### src/rtl/bisync_tx.sv
module bisync_tx #(
  parameter int W = 8
) (
  input  logic         clk,
  input  logic         rst_n,
  input  logic         bit_tick,
  input  logic         tx_en,
  input  logic         cts_n,
  input  logic         rts_req,
  input  logic         send_dle,
  input  logic [1:0]   char_len,
  input  logic         par_en,
  input  logic         par_odd,
  input  logic         single_syn,
  input  logic         transparent,
  input  logic [W-1:0] syn1,
  input  logic [W-1:0] syn2,
  input  logic [W-1:0] dle,
  input  logic         wr_stb,
  input  logic [W-1:0] wr_data,
  output logic         txd,
  output logic         tx_ready,
  output logic         tx_empty,
  output logic         rts_out
);
  localparam int CW = $clog2(W + 2);

  logic [W-1:0] hold_q, aft_c, sel_c, dmask, aft_n;
  logic [W:0]   sh_q, frame;
  logic [CW-1:0] cnt_q, dlen, nbits;
  logic hold_full, busy_q, txd_q, started_q, dle_pend_q, dle_sent_q;
  logic aft_v, empty_q, rts_q, sent_any_q;
  logic active, boundary, load, xfer, use_dle, set_aft, pbit;

  assign active   = tx_en & ~cts_n & started_q;
  assign boundary = bit_tick & (cnt_q == '0);
  assign dlen     = CW'(5) + CW'(char_len);
  assign nbits    = dlen + CW'(par_en);
  assign dmask    = {W{1'b1}} >> (CW'(W) - dlen);
  assign pbit     = (^(sel_c & dmask)) ^ par_odd;
  assign frame    = {1'b0, sel_c & dmask} | ((W+1)'(pbit & par_en) << dlen);

  always_comb begin
    load = 1'b0; xfer = 1'b0; use_dle = 1'b0; set_aft = 1'b0;
    sel_c = '0; aft_n = '0;
    if (boundary && active) begin
      load = 1'b1;
      if (aft_v) begin
        sel_c = aft_c;
      end else if (hold_full && dle_pend_q) begin
        sel_c = dle; use_dle = 1'b1;
      end else if (hold_full) begin
        sel_c = hold_q; xfer = 1'b1;
        if (transparent && ((hold_q & dmask) == (dle & dmask)) && !dle_sent_q) begin
          set_aft = 1'b1; aft_n = dle;
        end
      end else if (transparent) begin
        sel_c = dle; set_aft = 1'b1; aft_n = syn1;
      end else begin
        sel_c = syn1;
        if (!single_syn) begin
          set_aft = 1'b1; aft_n = syn2;
        end
      end
    end
  end

  always_ff @(posedge clk or negedge rst_n) begin
    if (!rst_n) begin
      txd_q <= 1'b1; sh_q <= '0; cnt_q <= '0; busy_q <= 1'b0;
      aft_v <= 1'b0; aft_c <= '0;
    end else if (load) begin
      txd_q <= frame[0]; sh_q <= frame >> 1; cnt_q <= nbits - CW'(1);
      busy_q <= 1'b1; aft_v <= set_aft; aft_c <= aft_n;
    end else if (bit_tick && cnt_q != '0) begin
      txd_q <= sh_q[0]; sh_q <= sh_q >> 1; cnt_q <= cnt_q - CW'(1);
    end else if (boundary) begin
      txd_q <= 1'b1; busy_q <= 1'b0; aft_v <= 1'b0;
    end
  end

  always_ff @(posedge clk or negedge rst_n) begin
    if (!rst_n) begin
      hold_q <= '0; hold_full <= 1'b0; started_q <= 1'b0;
      dle_pend_q <= 1'b0; dle_sent_q <= 1'b0; sent_any_q <= 1'b0;
      empty_q <= 1'b0;
    end else begin
      if (wr_stb) hold_q <= wr_data;
      hold_full  <= (hold_full & ~xfer) | wr_stb;
      started_q  <= tx_en & (started_q | wr_stb);
      dle_pend_q <= (dle_pend_q & ~use_dle) | send_dle;
      if (use_dle) dle_sent_q <= 1'b1;
      else if (xfer) dle_sent_q <= 1'b0;
      if (load) sent_any_q <= 1'b1;
      if (wr_stb) empty_q <= 1'b0;
      else if (boundary && !hold_full && sent_any_q) empty_q <= 1'b1;
    end
  end

  always_ff @(posedge clk or negedge rst_n) begin
    if (!rst_n) rts_q <= 1'b0;
    else if (rts_req) rts_q <= 1'b1;
    else if (bit_tick && !busy_q && !hold_full && !load) rts_q <= 1'b0;
  end

  assign txd      = txd_q;
  assign tx_ready = tx_en & ~hold_full;
  assign tx_empty = empty_q;
  assign rts_out  = rts_q;
endmodule

### config.mk
export PLATFORM = sky130hd
export DESIGN_NAME = bisync_tx
export DESIGN_NICKNAME = d
export VERILOG_FILES = /design/src/rtl/bisync_tx.sv
export SDC_FILE = /design/constraint.sdc
export NUM_CORES = 1
export LEC_CHECK = 0
export BUFFER_PORTS_ARGS = -buffer_cell sky130_fd_sc_hd__clkbuf_2
export CORE_ASPECT_RATIO = 1.2
export CORE_MARGIN = 5
export CORE_UTILIZATION = 56
export DETAILED_ROUTE_END_ITERATION = 8
export GPL_TIMING_DRIVEN = 0
export PLACE_DENSITY = 0.93
export SLEW_MARGIN = 0
export SYNTH_ARGS = -nofsm -noshare
export SYNTH_HDL_FRONTEND = slang
export SYNTH_SLANG_ARGS = --single-unit
### constraint.sdc
create_clock -name clk -period 3.24 [get_ports clk]
set_input_delay 0.324 -clock clk [delete_from_list [all_inputs] [get_ports clk]]
set_output_delay 0.324 -clock clk [all_outputs]
set_load 0.02 [all_outputs]
==> impl_metrics.toml <==
[power_and_ir_drop]
p_int_mw = 0.949
p_leak_nw = 1.44
cellPowerDensity_nw_per_um2 = 471
swShare_pct = 33.3
comb_power_share_pct = 29.7
p_clk_share_pct = 24.8
pwr-share-seq_pct = 45.5
vdd_drop_max_mv = 0.311
power_mw = 1.42
p_sw_mw = 0.474

[die]
pin_count = 50
dieWidth_um = 72.3
core_area_um2 = 4560
die_h_um = 84.8
rows = 27
dieArea_um2 = 6130
initial_utilization_pct = 57.2

[synthesis]
ys.flop_type = "dfrtp_1"
synth.area.top_cells = "dfrtp_1 (35%), mux2i_1 (11%), mux2_2 (4.7%)"
yosys.area.top_type = "dfrtp_1"
syn_avg_cell_area_um2 = 9.81
synth-seq-cells = 38
syn_area_um2 = 2610
synth_top_family_by_area = "compound AO/OA/AOI/OAI gates"
ys_async_sr_fraction_pct = 100
yosysUniqueCellTypes = 54
synthAdderAreaFrac_pct = 4.31
synth_compound_area_share_pct = 18.1
yosysSeqAreaShare_pct = 36.5
yosysWarningCount = 0
synth_xor_area_share_pct = 7.77
synth_top_area_share_pct = 35.5
synth-edff-count = 0
synth_mux_area_share_pct = 15.9
syn_nets = 321
synthCells = 266
synthSimpleGateAreaFrac_pct = 13.4

[finish]
most-common-layout-cells = "clkbuf_2 (48), dfrtp_1 (37), mux2i_1 (29)"
diodes = 0
syn2layout_area_growth_pct = 15.6
final-instance-count-excl-fill = 380
drive_above_1_share_pct = 24.8
final_common_cell = "clkbuf_2"
final_area_um2 = 3020
fin_nets = 376
fillers = 376
ff_latch_area_um2 = 952
multiInputGateArea_um2 = 1550

[global_routing]
grt_overflow_total = 0
grt_pass1_wl_um = 11900
grt_max_degree = 39
grt_usage_pct = 24.8
antenna_found_initial = 0
grt_pass1_vias = 2547

[critical_path]
r2r_cells = 8
worstPathArrival_ns = 3.16
crit_fanout = 10
path_buf_inv = 1
path_cells = "buf_2 -> nor2_1 -> a221oi_1 -> nand3_1 -> xor2_1 -> xnor2_1 -> xnor3_1 -> o41ai_2"
criticalPathCategory = "reg -> reg"
crit_family = "XOR/XNOR gates"
slowest_delay_ns = 0.61
regToRegStartpoint = "hold_full"
regToRegEndpoint = "sh_q[1]"
r2r_setup_slack_ns = 0.29
cp-start-kind = "flip-flop"
end_kind = "flip-flop"
crit_path_top_delay_cell = "nor2_1"
worst_ep_required_time_ns = 3.45

[job]
cap_viol_max_count = 0

[clock_network]
path_clk_slew_ns = 0.08
ctsResizeCount = 0
post-cts-setup-buffers = 0
cts_inserted_buffers = 5
cts.sinks = 38
htreeDepth = 2
cts_hold_buf = 0
insertion_delay_ns = 0.30
ctsLongestPathBuffers = 2
root_buffer = "clkbuf_8"
cts_tree = "yes"

[place]
io_buffers = 48
pre_cts_slack_ns = 0.318
place_inst = 372
hpwl_um = 5390
globalplace.congestion = 0.942
placed_cell_area_um2 = 2920

[sta]
fmax_ghz = 0.339
setup_violations = 0
setup_ws_ns = 0.286
min_period_ns = 2.95
tightest_slew_ns = 0.962
rsz0062_at_grt = "no"
maxSlewViolCount = 0
finalCritPeriodShare_pct = 91.2
hold_viol = 0
finalClockSkew_ns = 0.00570
slew_headroom_pct = 35.8
fin_tns_setup_ns = 0

[drt]
ant_nets = 0
drc = 0
first_pass_iters = 4
vias = 2383
via_per_inst = 6.27
wl_um = 7180
drt_iter0_drc = 238
wl_per_cell_um = 18.9

[worst_hold_path]
hold_path.class = "in -> async"

[status]
status = "finished clean"
## stage by stage
stage                     hold WS (ns)  utilization [%]
after CTS                        0.197             66.2
after detailed placement         0.456             64.1
after global placement           0.452             64.1
after floorplan                 0.0284                -
final                            0.159             66.2
after global routing             0.205             66.2
## how the worst max path moves through the flow
stage / cells after the start / from / endpoint / slack (ns)
final: 8 / hold_full / sh_q[1] / 0.29
after global routing: 9 / cnt_q[0] / sh_q[5] / 0.08
after CTS: 10 / cnt_q[0] / sh_q[1] / 0.29
after detailed placement: 9 / char_len[0] / sh_q[5] / 0.32
after global placement: 9 / char_len[0] / sh_q[1] / 0.37
after floorplan: 10 / cnt_q[0] / sh_q[1] / 0.69
## registers in the layout, indices dropped and copies added (netlist names)
signal,cells
aft_c,8
hold_q,8
sh_q,8
cnt_q,4
aft_v,1
busy_q,1
dle_pend_q,1
dle_sent_q,1
hold_full,1
rts_out,1
sent_any_q,1
started_q,1
tx_empty,1
txd,1
## final cells by class
type / count / area share, %
multi-input cells: 203 / 51.4
flip-flops and latches: 38 / 31.6
repair buffers: 48 / 7.96
clock buffers: 6 / 2.74
well taps: 58 / 2.40
plain buffers: 13 / 2.03
inverters: 12 / 1.49
clock inverters: 2 / 0.415
## worst reg2reg max path, stage by stage, from the launching register on
cell and delay [ns]:
dfrtp_1 0.39, buf_2 0.20, nor2_1 0.61, a221oi_1 0.19, nand3_1 0.21, xor2_1 0.31, xnor2_1 0.19, xnor3_1 0.47
o41ai_2 0.31
## synthesized netlist by cell type (3+ instances only)
master and number:
o21ai_0 18, nand2_1 22, dfrtp_1 37, mux2i_1 29
nor2b_1 4, nand3_1 6, buf_2 4, o31ai_1 4
a21oi_1 11, buf_1 3, clkbuf_1 5, xor2_1 10
nand3b_1 3, ha_1 9, a21o_1 4, mux2_2 11
o22ai_1 6, xnor2_1 8, inv_1 11, nor2_1 18
## routing by layer
metal	up-vias	global-route usage [%]	wire length (um)
li1	1071	-	-
met3	39	6.23	612
met4	0	13.5	289
met2	135	41.5	3580
met1	1138	28.6	2700
met5	-	0	0
## power by group through the flow
stage	Sequential [mW]	Clock, mW	Combinational (mW)
floorplan	0.641	0	0.290
global placement	0.646	0	0.392
detailed placement	0.653	0	0.418
CTS	0.645	0.355	0.422
global route	0.656	0.383	0.471
finish	0.647	0.353	0.422
## logic make-up (layout without fill, tap and decap cells)
| family | count (synthesis) | in the layout |
|---|---|---|
| xor gates and xnor gates | 20 | 20 |
| buffers and inverters | 25 | 81 |
| DFF | 38 | 38 |
| muxes | 40 | 40 |
| AOI/OAI and AO/OA | 66 | 66 |
| and+or+nand+nor | 68 | 68 |
| adders and majority gates | 9 | 9 |
Power figures use the tool's default switching activity.
